`src/rtl/ptu_pkg.sv`:
```
package ptu_pkg;
    localparam int OP_W = 4;

    localparam logic [OP_W-1:0] OP_OFF  = 4'd0;
    localparam logic [OP_W-1:0] OP_RISE = 4'd1;
    localparam logic [OP_W-1:0] OP_FALL = 4'd2;
    localparam logic [OP_W-1:0] OP_CHG  = 4'd3;
    localparam logic [OP_W-1:0] OP_GT   = 4'd4;
    localparam logic [OP_W-1:0] OP_LT   = 4'd5;
    localparam logic [OP_W-1:0] OP_GEQ  = 4'd6;
    localparam logic [OP_W-1:0] OP_LEQ  = 4'd7;
    localparam logic [OP_W-1:0] OP_EQ   = 4'd8;
    localparam logic [OP_W-1:0] OP_NEQ  = 4'd9;

    function automatic logic is_edge_op(input logic [OP_W-1:0] op);
        return (op == OP_RISE) || (op == OP_FALL) || (op == OP_CHG);
    endfunction
endpackage

```
`src/rtl/ptu_slot.sv`:
```
module ptu_slot
    import ptu_pkg::*;
#(
    parameter int PROBE_W = 8
) (
    input  logic               clk_i,
    input  logic               rst_ni,
    input  logic               wr_i,
    input  logic [OP_W-1:0]    op_i,
    input  logic [PROBE_W-1:0] arg_i,
    input  logic [PROBE_W-1:0] cur_i,
    input  logic [PROBE_W-1:0] prev_i,
    input  logic               hist_vld_i,
    output logic               hit_o
);
    typedef struct packed {
        logic [OP_W-1:0]    op;
        logic [PROBE_W-1:0] arg;
    } slot_t;

    slot_t s_d, s_q;

    always_comb begin
        s_d = s_q;
        if (wr_i) begin
            s_d.op  = op_i;
            s_d.arg = arg_i;
        end
        hit_o = 1'b0;
        case (s_q.op)
            OP_RISE: hit_o = hist_vld_i && (cur_i > prev_i);
            OP_FALL: hit_o = hist_vld_i && (cur_i < prev_i);
            OP_CHG:  hit_o = hist_vld_i && (cur_i != prev_i);
            OP_GT:   hit_o = cur_i >  s_q.arg;
            OP_LT:   hit_o = cur_i <  s_q.arg;
            OP_GEQ:  hit_o = cur_i >= s_q.arg;
            OP_LEQ:  hit_o = cur_i <= s_q.arg;
            OP_EQ:   hit_o = cur_i == s_q.arg;
            OP_NEQ:  hit_o = cur_i != s_q.arg;
            default: hit_o = 1'b0;
        endcase
    end

    always_ff @(posedge clk_i or negedge rst_ni) begin
        if (!rst_ni) s_q <= '0;
        else         s_q <= s_d;
    end


    off_slot_silent_chk: assert property (@(posedge clk_i) disable iff (!rst_ni)
        (s_q.op == OP_OFF || s_q.op > OP_NEQ) |-> !hit_o);


    edge_needs_history_chk: assert property (@(posedge clk_i) disable iff (!rst_ni)
        (is_edge_op(s_q.op) && hit_o) |-> hist_vld_i);


    rise_is_increase_chk: assert property (@(posedge clk_i) disable iff (!rst_ni)
        (s_q.op == OP_RISE && hit_o) |-> (cur_i > prev_i));


    fall_is_decrease_chk: assert property (@(posedge clk_i) disable iff (!rst_ni)
        (s_q.op == OP_FALL && hit_o) |-> (cur_i < prev_i));
endmodule

```
`src/rtl/probe_trigger_unit.sv`:
```
module probe_trigger_unit
    import ptu_pkg::*;
#(
    parameter int NUM_PROBES = 4,
    parameter int PROBE_W    = 8,
    localparam int BUS_W     = NUM_PROBES * PROBE_W,
    localparam int IDX_W     = $clog2(NUM_PROBES + 1)
) (
    input  logic               clk_i,
    input  logic               rst_ni,
    input  logic [BUS_W-1:0]   probes_i,
    input  logic               ext_trig_i,
    input  logic               cfg_we_i,
    input  logic [IDX_W-1:0]   cfg_idx_i,
    input  logic [OP_W-1:0]    cfg_op_i,
    input  logic [PROBE_W-1:0] cfg_arg_i,
    output logic               trig_o
);
    localparam logic [IDX_W-1:0] EXT_IDX = IDX_W'(NUM_PROBES);

    typedef struct packed {
        logic [BUS_W-1:0] prev;
        logic             hist_vld;
        logic             ext_en;
        logic             trig;
    } core_t;

    core_t c_d, c_q;
    logic [NUM_PROBES-1:0] slot_hit;
    logic                  ext_hit;

    for (genvar k = 0; k < NUM_PROBES; k++) begin : g_slot
        ptu_slot #(.PROBE_W(PROBE_W)) u_slot (
            .clk_i      (clk_i),
            .rst_ni     (rst_ni),
            .wr_i       (cfg_we_i && (cfg_idx_i == IDX_W'(k))),
            .op_i       (cfg_op_i),
            .arg_i      (cfg_arg_i),
            .cur_i      (probes_i[k*PROBE_W +: PROBE_W]),
            .prev_i     (c_q.prev[k*PROBE_W +: PROBE_W]),
            .hist_vld_i (c_q.hist_vld),
            .hit_o      (slot_hit[k])
        );
    end

    assign ext_hit = c_q.ext_en && ext_trig_i;

    always_comb begin
        c_d          = c_q;
        c_d.prev     = probes_i;
        c_d.hist_vld = !cfg_we_i;
        if (cfg_we_i && cfg_idx_i == EXT_IDX) c_d.ext_en = cfg_op_i[0];
        c_d.trig     = (|slot_hit) || ext_hit;
    end

    always_ff @(posedge clk_i or negedge rst_ni) begin
        if (!rst_ni) c_q <= '0;
        else         c_q <= c_d;
    end

    assign trig_o = c_q.trig;


    quiet_gives_no_trig_chk: assert property (@(posedge clk_i) disable iff (!rst_ni)
        (!ext_hit && slot_hit == '0) |=> !trig_o);


    any_slot_trigs_chk: assert property (@(posedge clk_i) disable iff (!rst_ni)
        (|slot_hit) |=> trig_o);


    write_clears_history_chk: assert property (@(posedge clk_i) disable iff (!rst_ni)
        cfg_we_i |=> !c_q.hist_vld);


    ext_disabled_ignored_chk: assert property (@(posedge clk_i) disable iff (!rst_ni)
        (!c_q.ext_en && slot_hit == '0) |=> !trig_o);
endmodule

```
`config.mk`:
```
export PLATFORM = sky130hd
export DESIGN_NAME = probe_trigger_unit
export DESIGN_NICKNAME = d
export VERILOG_FILES = /design/src/rtl/ptu_pkg.sv /design/src/rtl/ptu_slot.sv /design/src/rtl/probe_trigger_unit.sv
export SDC_FILE = /design/constraint.sdc
export NUM_CORES = 1
export LEC_CHECK = 0
export BUFFER_PORTS_ARGS = -buffer_cell sky130_fd_sc_hd__buf_2
export CORE_ASPECT_RATIO = 0.5
export CORE_MARGIN = 3
export CORE_UTILIZATION = 50
export DETAILED_ROUTE_END_ITERATION = 8
export GPL_TIMING_DRIVEN = 1
export PLACE_DENSITY = 0.75
export SYNTH_ARGS = -nofsm -noshare
export SYNTH_HDL_FRONTEND = slang
export SYNTH_SLANG_ARGS = --single-unit
```
`constraint.sdc`:
```
create_clock -name clk_i -period 4.6 [get_ports clk_i]
set_clock_uncertainty 0.2 [all_clocks]
set_input_delay 1.38 -clock clk_i [delete_from_list [all_inputs] [get_ports clk_i]]
set_output_delay 1.38 -clock clk_i [all_outputs]
set_load 0.01 [all_outputs]
```
==> results of run 1 <==
==> routing by layer <==
layer | vias up | global-route usage [%] | part of all wire (%)
met5 | - | 0 | 0
li1 | 1654 | - | -
met4 | 0 | 5.16 | 1.7
met3 | 12 | 6.63 | 4.1
met2 | 54 | 30.8 | 45
met1 | 1567 | 27.0 | 49
==> cell usage after synthesis, drive strengths merged, types with 3 or more instances <==
| cell | n | area [sq um] |
|---|---|---|
| a211oi | 6 | 45.0 |
| a21o | 6 | 45.0 |
| a21oi | 24 | 124 |
| buf | 4 | 20.0 |
| clkbuf | 3 | 11.3 |
| dfrtp | 83 | 2080 |
| ha | 64 | 801 |
| inv | 65 | 244 |
| mux2 | 27 | 304 |
| nand2 | 38 | 143 |
| nand2b | 3 | 18.8 |
| nand3 | 6 | 30.0 |
| nand4 | 15 | 93.8 |
| nor2 | 21 | 78.8 |
| nor2b | 8 | 50.1 |
| nor3 | 4 | 25.0 |
| o211ai | 8 | 60.1 |
| o21ai | 28 | 140 |
==> report_power, final <==
part	switching (mW)	internal (mW)	leakage (nW)	total, mW
clock	0.272	0.435	0.141	0.707
sequential	0.0649	0.841	0.987	0.906
combinational	0.249	0.218	1.47	0.467
total	0.585	1.49	2.60	2.08
==> final timing paths <==
kind / cells past startpoint / startpoint / endpoint
max: 9 / probes_i[9] / trig_o$_DFF_PN0_
min: 1 / g_slot[0].u_slot.s_q[0]$_DFFE_PN0P_ / g_slot[0].u_slot.s_q[0]$_DFFE_PN0P_
max reg2reg: 8 / c_q[16]$_DFF_PN0_ / trig_o$_DFF_PN0_
min reg2reg: 1 / g_slot[0].u_slot.s_q[0]$_DFFE_PN0P_ / g_slot[0].u_slot.s_q[0]$_DFFE_PN0P_
max in group asynchronous: 1 / rst_ni / g_slot[2].u_slot.s_q[1]$_DFFE_PN0P_
min in group asynchronous: 1 / rst_ni / c_q[17]$_DFF_PN0_
==> kinds of logic after synthesis <==
logic type	count (synthesis)	share of synthesized area, %
xor+xnor	3	0.578
mux	29	7.13
flops	83	45.7
fa+ha+maj	64	17.6
simple gates	101	10.6
compound gates	89	12.3
buf+inv	72	6.05
==> flip-flops by register name (all words and copies together) (netlist names) <==
signal             flops
g_slot.u_slot.s_q     48
trig_o                 1
c_q                   34
==> metrics by stage <==
stage          hold slack [ns]  total power, mW  setup WS [ns]
4_1_cts                  0.312             2.11           1.39
3_5_place_dp             0.299             1.38           1.11
3_3_place_gp             0.288             1.36           1.10
6_report                 0.307             2.08           1.40
5_1_grt                  0.324             2.21           1.27
2_1_floorplan            0.279             1.23           1.41
==> cells in the final DEF, fill, tap and decap left out, types with 3 or more instances in the layout <==
master     count
nand2b_1       3
nor2_1        21
clkbuf_1       4
mux2_2        27
clkbuf_16      9
a211oi_1       6
inv_1         65
a21oi_1       23
nand2_1       38
dfrtp_1       83
o211ai_1       8
buf_2         50
buf_4          4
a21o_1         6
nand3_1        6
nor2b_1        8
nand4_1       15
ha_1          64
o21ai_0       28
nor3_1         3
==> cell type report <==
class | count | area (sq um) | area share [%]
clock buffer | 14 | 254 | 4.86
clock inverter | 2 | 35.0 | 0.670
inverter | 65 | 244 | 4.66
multi-input combinational | 286 | 2200 | 42.1
sequential | 83 | 2080 | 39.7
tap | 112 | 140 | 2.68
timing repair buffer | 54 | 280 | 5.36
==> worst register-to-register path, delay by kind of cell (launching register included) <==
family                   cells  cell delay [ns]
adder cells (fa/ha/maj)      1             0.28
multiplexers                 1             0.39
flip-flops                   1             0.33
buffers and inverters        1             0.04
AND/OR/NAND/NOR              1             0.10
AO/OA/AOI/OAI                4             0.90
==> impl_metrics.env, run 1 <==
export IMPL_run_status="finished, final reports clean"
export IMPL_synth_seq_cells=83
export IMPL_cts_resized_gates=0
export IMPL_worst_endpoint_required_ns=4.61
export IMPL_finalInstanceArea_sq_um=5230
export IMPL_die_width_um=141
export IMPL_flow_area_growth_from_synthesis_pct=15.1
export IMPL_instances_no_fill=616
export IMPL_post_synth_cell_area_avg_sq_um=10.3
export IMPL_drt_initial_drc_count=216
export IMPL_crit_path_start_kind="primary input"
export IMPL_synth_main_ff_cell="dfrtp_1"
export IMPL_clock_sinks=83
export IMPL_grt_pass1_vias=3271
export IMPL_setup_repair_after_global_routing_missed_its_margin="no"
export IMPL_worstPathCellList="buf_2, ha_1, nor2b_1, o211ai_1, a21oi_1, a211oi_1, mux2_2, a41oi_1, nand4_1"
export IMPL_timing_critical_path_slowest_stage_cell="mux2_2"
export IMPL_root_buffer="clkbuf_16"
export IMPL_fin_crit_sh_pct=69.6
export IMPL_clock_latency_of_the_later_clocked_register_in_the_worst_skew_pair_ns=0.34
export IMPL_cts_tree="done"
export IMPL_grt_pass1_wl_mm=15.8
export IMPL_cpLargestDelayFamily="compound AO/OA/AOI/OAI gates"
export IMPL_maxClockFrequency_ghz=0.312
export IMPL_place_detailed_instances=600
export IMPL_die_area_sq_um=10300
export IMPL_timing_worst_setup_path_type="primary input to flop"
export IMPL_finalMaxSlewViolations=0
export IMPL_clkSlewWorstSetupHoldPaths_ns=0.06
export IMPL_critPathCaptureType="flop"
export IMPL_rows=23
export IMPL_irDropWorstVdd_uv=217
export IMPL_core_sq_um=8400
export IMPL_drt_vias_per_instance=5.34
export IMPL_insertedDiodeCount=0
export IMPL_antenna_found_initial=0
export IMPL_drc=0
export IMPL_finalHoldViolCount=0
export IMPL_routed_via_count=3287
export IMPL_setup_tns_ns=0
export IMPL_drt_pass1_iterations=4
export IMPL_power_density_nw_per_um2=398
export IMPL_cts_htree_levels=3
export IMPL_finalWorstPathRequiredPeriod_ns=3.20
export IMPL_gp_congestion=0.835
export IMPL_floorplan_die_height_um=73.4
export IMPL_hold_fix_buffers_at_cts=0
export IMPL_ys_warn_count=0
export IMPL_n_fill_cell=686
export IMPL_global_route_usage_over_all_layers_pct=19.8
export IMPL_syn_num_nets=556
export IMPL_number_of_buffer_and_inverter_stages_on_the_critical_path=1
export IMPL_synth_edff_count=0
export IMPL_worst_pin_slew_ns=1.02
export IMPL_reg2reg_setup_slack_ns=2.23
export IMPL_numCtsBuffers=9
export IMPL_path_max_fanout=3
export IMPL_top_level_ports=52
export IMPL_synth_seq_area_share_pct=45.7
export IMPL_arrival_ns=3.21
export IMPL_syn_area_sq_um=4550
export IMPL_buffer_ports_inserted=51
export IMPL_dp_hpwl_mm=6.90
export IMPL_cts_root_to_sink_buffers=2
export IMPL_worstHoldPathType="flop to flop"
export IMPL_timing_critical_path_slowest_cell_delay_ns=0.39
export IMPL_cts_setup_buffers=0
export IMPL_routedWlPerCell_um=15.3
export IMPL_timing_slew_headroom_pct=31.9
export IMPL_power_leakage_nw=2.60
export IMPL_detail_route_antenna_nets=0
export IMPL_grt_start_max_net_pins=84
export IMPL_max_cap_violations=0
export IMPL_routed_wl_mm=9.44
export IMPL_start_util_pct=54.1
export IMPL_dpl_instance_area_sq_um=4940
export IMPL_synthesis_instances=441
export IMPL_fraction_of_final_layout_cells_sized_beyond_drive_strength_1_pct=19.0
export IMPL_async_reset_ff_share_pct=100
export IMPL_fin_util_pct=62.3
export IMPL_post_synth_num_cell_types=44
export IMPL_design_final_nets=614
export IMPL_setup_viol=0
export IMPL_gr_total_overflow=0
Note: power is estimated with default switching activity, not from simulation.
==> inputs of run 2 (changes only) <==
--- a/config.mk
+++ b/config.mk
@@ -11,7 +11,7 @@
 export CORE_UTILIZATION = 50
 export DETAILED_ROUTE_END_ITERATION = 8
 export GPL_TIMING_DRIVEN = 1
-export PLACE_DENSITY = 0.75
+export PLACE_DENSITY = 0.78
 export SYNTH_ARGS = -nofsm -noshare
 export SYNTH_HDL_FRONTEND = slang
 export SYNTH_SLANG_ARGS = --single-unit
==> constraint.sdc (replaced) <==
create_clock -name clk_i -period 2.65 [get_ports clk_i]
set_clock_uncertainty 0.2 [all_clocks]
set_input_delay 0.795 -clock clk_i [delete_from_list [all_inputs] [get_ports clk_i]]
set_output_delay 0.795 -clock clk_i [all_outputs]
set_load 0.01 [all_outputs]
==> run 2 against run 1 <==
  * Register-to-register slack lost 1.9 ns
  * Clock power grew 60%
  * Sequential power grew 73%
  * Critical path type unchanged
  * Global-route usage grew 1.2 points
  * Highest routed layer unchanged
  * Sequential share of layout area shrank 1.5 points
  * Total power grew 73%
==> impl_metrics.env, run 2 (synthesis gave the netlist of run 1 again) <==
export IMPL_run_status="finished, final reports clean"
export IMPL_place_detailed_instances=627
export IMPL_finalHoldViolCount=0
export IMPL_sequentialPowerShare_pct=43.7
export IMPL_number_of_buffer_and_inverter_stages_on_the_critical_path=1
export IMPL_p_comb_share_pct=24.8
export IMPL_worstHoldPathType="primary input to async pin"
export IMPL_grt_start_max_net_pins=37
export IMPL_worstPathCellList="buf_2, ha_1, nor2b_1, o211ai_1, a21oi_1, a211oi_2, mux2_2, a41oi_1, nand4_1"
export IMPL_gp_congestion=0.824
export IMPL_routed_via_count=3466
export IMPL_cpLargestDelayFamily="compound AO/OA/AOI/OAI gates"
export IMPL_routedWlPerCell_um=15.6
export IMPL_setup_viol=0
export IMPL_power_share_clock_pct=31.5
export IMPL_gr_total_overflow=0
export IMPL_worst_endpoint_required_ns=2.66
export IMPL_design_final_nets=641
export IMPL_power_report_internal_total_mw=2.54
export IMPL_critical_path_cell_count=9
export IMPL_root_buffer="clkbuf_16"
export IMPL_power_leakage_nw=2.73
export IMPL_grt_pass1_vias=3548
export IMPL_clkSlewWorstSetupHoldPaths_ns=0.06
export IMPL_arrival_ns=2.60
export IMPL_timing_worst_setup_path_type="primary input to flop"
export IMPL_timing_critical_path_slowest_cell_delay_ns=0.38
export IMPL_instances_no_fill=642
export IMPL_rr_worst_depth=9
export IMPL_power_net_switching_mw=1.06
export IMPL_top_level_ports=52
export IMPL_finalMaxSlewViolations=0
export IMPL_dp_hpwl_mm=7.57
export IMPL_clock_sinks=83
export IMPL_detail_route_antenna_nets=0
export IMPL_crit_path_start_kind="primary input"
export IMPL_rows=23
export IMPL_routed_wl_mm=10.0
export IMPL_cts_htree_levels=3
export IMPL_insertedDiodeCount=0
export IMPL_power_switching_share_pct=29.3
export IMPL_irDropWorstVdd_uv=390
export IMPL_buffer_ports_inserted=51
export IMPL_core_sq_um=8400
export IMPL_finalWorstPathRequiredPeriod_ns=2.59
export IMPL_power_density_nw_per_um2=662
export IMPL_register_with_the_most_flip_flops="g_slot.u_slot.s_q"
export IMPL_cts_tree="done"
export IMPL_drt_initial_drc_count=285
export IMPL_drt_pass1_iterations=7
export IMPL_flow_area_growth_from_synthesis_pct=19.5
export IMPL_path_max_fanout=2
export IMPL_global_route_usage_over_all_layers_pct=21.0
export IMPL_mostFrequentLayoutCell="dfrtp_1"
export IMPL_timing_critical_path_slowest_stage_cell="mux2_2"
export IMPL_die_width_um=141
export IMPL_worst_pin_slew_ns=0.477
export IMPL_max_cap_violations=0
export IMPL_cts_root_to_sink_buffers=2
export IMPL_numCtsBuffers=9
export IMPL_fraction_of_final_layout_cells_sized_beyond_drive_strength_1_pct=24.0
export IMPL_fin_crit_sh_pct=97.6
export IMPL_fin_util_pct=64.7
export IMPL_hold_fix_buffers_at_cts=0
export IMPL_drt_vias_per_instance=5.40
export IMPL_start_util_pct=54.1
export IMPL_hold_ws_ns=0.194
export IMPL_cts_resized_gates=0
export IMPL_critPathCaptureType="flop"
export IMPL_cts_setup_buffers=0
export IMPL_timing_slew_headroom_pct=68.1
export IMPL_clock_latency_of_the_later_clocked_register_in_the_worst_skew_pair_ns=0.34
export IMPL_drc=0
export IMPL_floorplan_die_height_um=73.4
export IMPL_maxClockFrequency_ghz=0.387
export IMPL_die_area_sq_um=10300
export IMPL_grt_pass1_wl_mm=16.9
export IMPL_largest_register_ffs=48
export IMPL_layout_cells_most_common_list="dfrtp_1 (83), inv_1 (65), ha_1 (64), buf_2 (50), nand2_1 (38)"
export IMPL_antenna_found_initial=0
## run 2: cell types whose count changed in the layout (fill, tap and decap cells not counted), sizes merged
cell	before	now
clkinv	1	3
buf	54	81
clkbuf	14	12
bufinv	1	0
## run 2: worst paths after layout
kind / from / to / slack, ns
setup / recovery: probes_i[9] / trig_o$_DFF_PN0_ / 0.06
hold / removal: rst_ni / c_q[15]$_DFF_PN0_ / 0.19
min in group clk_i: g_slot[3].u_slot.s_q[4]$_DFFE_PN0P_ / g_slot[3].u_slot.s_q[4]$_DFFE_PN0P_ / 0.31
max in group asynchronous: rst_ni / c_q[14]$_DFF_PN0_ / 1.46
setup reg to reg: c_q[12]$_DFF_PN0_ / trig_o$_DFF_PN0_ / 0.30
hold reg to reg: g_slot[3].u_slot.s_q[4]$_DFFE_PN0P_ / g_slot[3].u_slot.s_q[4]$_DFFE_PN0P_ / 0.31
## run 2: area by class of cell
class                           instances  area [sq um]
Clock buffer                           12           246
Clock inverter                          3          15.0
Tap cell                              112           140
Inverter                               65           244
Timing Repair Buffer                   81           495
Sequential cell                        83          2080
Fill cell                             686          2970
Multi-Input combinational cell        286          2220
## run 2: worst register-to-register path: stages, from the launching register on
cell and delay (ns):
dfrtp_1 0.32, inv_1 0.04, ha_1 0.27, nor2b_1 0.14, o211ai_1 0.17, a21oi_1 0.11
a211oi_2 0.29, mux2_2 0.38, a41oi_1 0.21, nand4_1 0.10
## run 2: per-stage QoR
step,cell area [sq um],power (mW),TNS (ns),worst slack (ns)
detailed placement,5160,2.48,-0.270,-0.270
global placement,5160,2.42,-0.256,-0.256
floorplan,4550,2.13,0,0.0437
finish,5440,3.60,0,0.0644
CTS,5420,3.62,0,0.0487
global route,5440,3.83,-0.0206,-0.0206
## run 2: power by group through the flow
| stage | logic [mW] | registers [mW] | clock network (mW) |
|---|---|---|---|
| after floorplan | 0.568 | 1.56 | 0 |
| after global placement | 0.839 | 1.59 | 0 |
| after detailed placement | 0.881 | 1.59 | 0 |
| after CTS | 0.892 | 1.57 | 1.16 |
| after global routing | 1.02 | 1.60 | 1.21 |
| final | 0.893 | 1.57 | 1.13 |
## run 2: routing by layer
| metal | GRT usage [%] | share of wire, % |
|---|---|---|
| met3 | 4.75 | 3.8 |
| met1 | 28.8 | 48 |
| met5 | 0 | 0 |
| met2 | 34.1 | 47 |
| met4 | 6.23 | 1.1 |
==> inputs of run 3 (changes only) <==
--- a/config.mk
+++ b/config.mk
@@ -11,7 +11,7 @@
 export CORE_UTILIZATION = 50
 export DETAILED_ROUTE_END_ITERATION = 8
 export GPL_TIMING_DRIVEN = 1
-export PLACE_DENSITY = 0.78
+export PLACE_DENSITY = 0.75
 export SYNTH_ARGS = -nofsm -noshare
 export SYNTH_HDL_FRONTEND = slang
 export SYNTH_SLANG_ARGS = --single-unit
==> constraint.sdc (replaced) <==
create_clock -name clk_i -period 3.2 [get_ports clk_i]
set_clock_uncertainty 0.2 [all_clocks]
set_input_delay 0.96 -clock clk_i [delete_from_list [all_inputs] [get_ports clk_i]]
set_output_delay 0.96 -clock clk_i [all_outputs]
set_load 0.01 [all_outputs]
==> run 3 against run 2 <==
  * Sequential share of layout area grew 1.4 points
  * Utilization shrank 2.3 points
  * First-iteration DRC count shrank 24%
  * Sequential cell count is the same
  * Setup slack gained 0.36 ns
  * Clock power shrank 15%
  * Worst hold slack gained 0.11 ns
  * Cell count shrank 3.6%
  * Critical path type unchanged
  * Critical endpoint unchanged
  * Largest power group unchanged
  * Highest routed layer unchanged
==> impl_metrics.env, run 3 (synthesis gave the netlist of run 1 again) <==
export IMPL_drt_initial_drc_count=217
export IMPL_n_fill_cell=707
export IMPL_worst_pin_slew_ns=0.609
export IMPL_flow_area_growth_from_synthesis_pct=15.2
export IMPL_cts_resized_gates=0
export IMPL_power_density_nw_per_um2=562
export IMPL_fraction_of_final_layout_cells_sized_beyond_drive_strength_1_pct=19.7
export IMPL_setup_viol=0
export IMPL_finalInstanceArea_sq_um=5240
export IMPL_fin_util_pct=62.3
export IMPL_core_sq_um=8400
export IMPL_floorplan_die_height_um=73.4
export IMPL_design_final_nets=617
export IMPL_drc=0
export IMPL_largest_register_ffs=48
export IMPL_irDropWorstVdd_uv=309
export IMPL_cts_tree="done"
export IMPL_setup_repair_after_global_routing_missed_its_margin="no"
export IMPL_worstHoldPathType="flop to flop"
export IMPL_dpl_instance_area_sq_um=4960
export IMPL_clkSlewWorstSetupHoldPaths_ns=0.06
export IMPL_timing_critical_path_slowest_cell_delay_ns=0.39
export IMPL_layout_cells_most_common_list="dfrtp_1 (83), inv_1 (65), ha_1 (64), buf_2 (50), nand2_1 (38)"
export IMPL_max_cap_violations=0
export IMPL_hold_fix_buffers_at_cts=0
export IMPL_power_leakage_nw=2.61
export IMPL_number_of_buffer_and_inverter_stages_on_the_critical_path=1
export IMPL_grt_start_max_net_pins=43
export IMPL_gp_congestion=0.811
export IMPL_timing_critical_path_slowest_stage_cell="mux2_2"
export IMPL_routedWlPerCell_um=15.5
export IMPL_cts_root_to_sink_buffers=2
export IMPL_drt_vias_per_instance=5.37
export IMPL_routed_wl_mm=9.62
export IMPL_antenna_found_initial=0
export IMPL_worstPathCellList="buf_2, ha_1, nor2b_1, o211ai_1, a21oi_1, a211oi_1, mux2_2, a41oi_1, nand4_1"
export IMPL_finalMaxSlewViolations=0
export IMPL_maxClockFrequency_ghz=0.360
export IMPL_fin_crit_sh_pct=86.9
export IMPL_top_level_ports=52
export IMPL_arrival_ns=2.79
export IMPL_cts_setup_buffers=0
export IMPL_die_width_um=141
export IMPL_timing_slew_headroom_pct=59.3
export IMPL_register_with_the_most_flip_flops="g_slot.u_slot.s_q"
export IMPL_detail_route_antenna_nets=0
export IMPL_dp_hpwl_mm=7.27
export IMPL_grt_pass1_wl_mm=15.8
export IMPL_mostFrequentLayoutCell="dfrtp_1"
export IMPL_insertedDiodeCount=0
export IMPL_root_buffer="clkbuf_16"
export IMPL_finalHoldViolCount=0
export IMPL_clock_latency_of_the_later_clocked_register_in_the_worst_skew_pair_ns=0.34
export IMPL_path_max_fanout=3
export IMPL_drt_pass1_iterations=6
export IMPL_crit_path_start_kind="primary input"
export IMPL_setup_tns_ns=0
export IMPL_gr_total_overflow=0
export IMPL_clock_sinks=83
export IMPL_die_area_sq_um=10300
export IMPL_finalWorstPathRequiredPeriod_ns=2.78
export IMPL_cpLargestDelayFamily="compound AO/OA/AOI/OAI gates"
export IMPL_instances_no_fill=619
export IMPL_worst_endpoint_required_ns=3.21
export IMPL_preCtsSetupSlack_ns=0.0933
export IMPL_start_util_pct=54.1
export IMPL_place_detailed_instances=603
export IMPL_hold_ws_ns=0.306
export IMPL_routed_via_count=3327
export IMPL_run_status="finished, final reports clean"
export IMPL_grt_pass1_vias=3216
export IMPL_cts_htree_levels=3
export IMPL_numCtsBuffers=9
export IMPL_critPathCaptureType="flop"
export IMPL_timing_worst_setup_path_type="primary input to flop"
export IMPL_buffer_ports_inserted=51
export IMPL_global_route_usage_over_all_layers_pct=19.9
export IMPL_reg2reg_setup_slack_ns=0.84
export IMPL_post_route_worst_setup_slack_ns=0.420
export IMPL_rows=23
export IMPL_power_mw=2.95
run 3: area by class of cell:
type	instances	area (sq um)	share of cell area, %
flip-flops and latches	83	2080	39.6
well taps	112	140	2.67
repair buffers	57	303	5.78
clock inverters	2	10.0	0.191
clock buffers	14	264	5.04
inverters	65	244	4.66
multi-input cells	286	2200	42.0
run 3: routing by layer:
layer	vias to the layer above	share of wire [%]	routed length, um	GRT usage (%)
li1	1667	-	-	-
met1	1587	49	4750	26.6
met2	57	44	4230	30.7
met3	16	4.9	467	6.50
met4	0	1.8	172	7.09
met5	-	0	0	0
run 3: path summary, 6_finish.rpt:
check	from	to	cells after the start
setup / recovery	probes_i[9]	trig_o$_DFF_PN0_	9
hold / removal	g_slot[3].u_slot.s_q[4]$_DFFE_PN0P_	g_slot[3].u_slot.s_q[4]$_DFFE_PN0P_	1
setup reg to reg	c_q[12]$_DFF_PN0_	trig_o$_DFF_PN0_	9
hold reg to reg	g_slot[3].u_slot.s_q[4]$_DFFE_PN0P_	g_slot[3].u_slot.s_q[4]$_DFFE_PN0P_	1
max in group asynchronous	rst_ni	g_slot[2].u_slot.s_q[10]$_DFFE_PN0P_	2
min in group asynchronous	rst_ni	c_q[16]$_DFF_PN0_	1
run 3: worst register-to-register path: stages (launching register included):
cell	delay (ns)
dfrtp_1	0.32
inv_1	0.04
ha_1	0.28
nor2b_1	0.13
o211ai_1	0.15
a21oi_1	0.08
a211oi_1	0.33
mux2_2	0.39
a41oi_1	0.23
nand4_1	0.11
run 3: where the power goes:
group          internal, mW  leakage, nW  switching [mW]
sequential             1.21        0.987          0.0964
clock                 0.566        0.137           0.395
combinational         0.315         1.48           0.364
total                  2.09         2.61           0.855
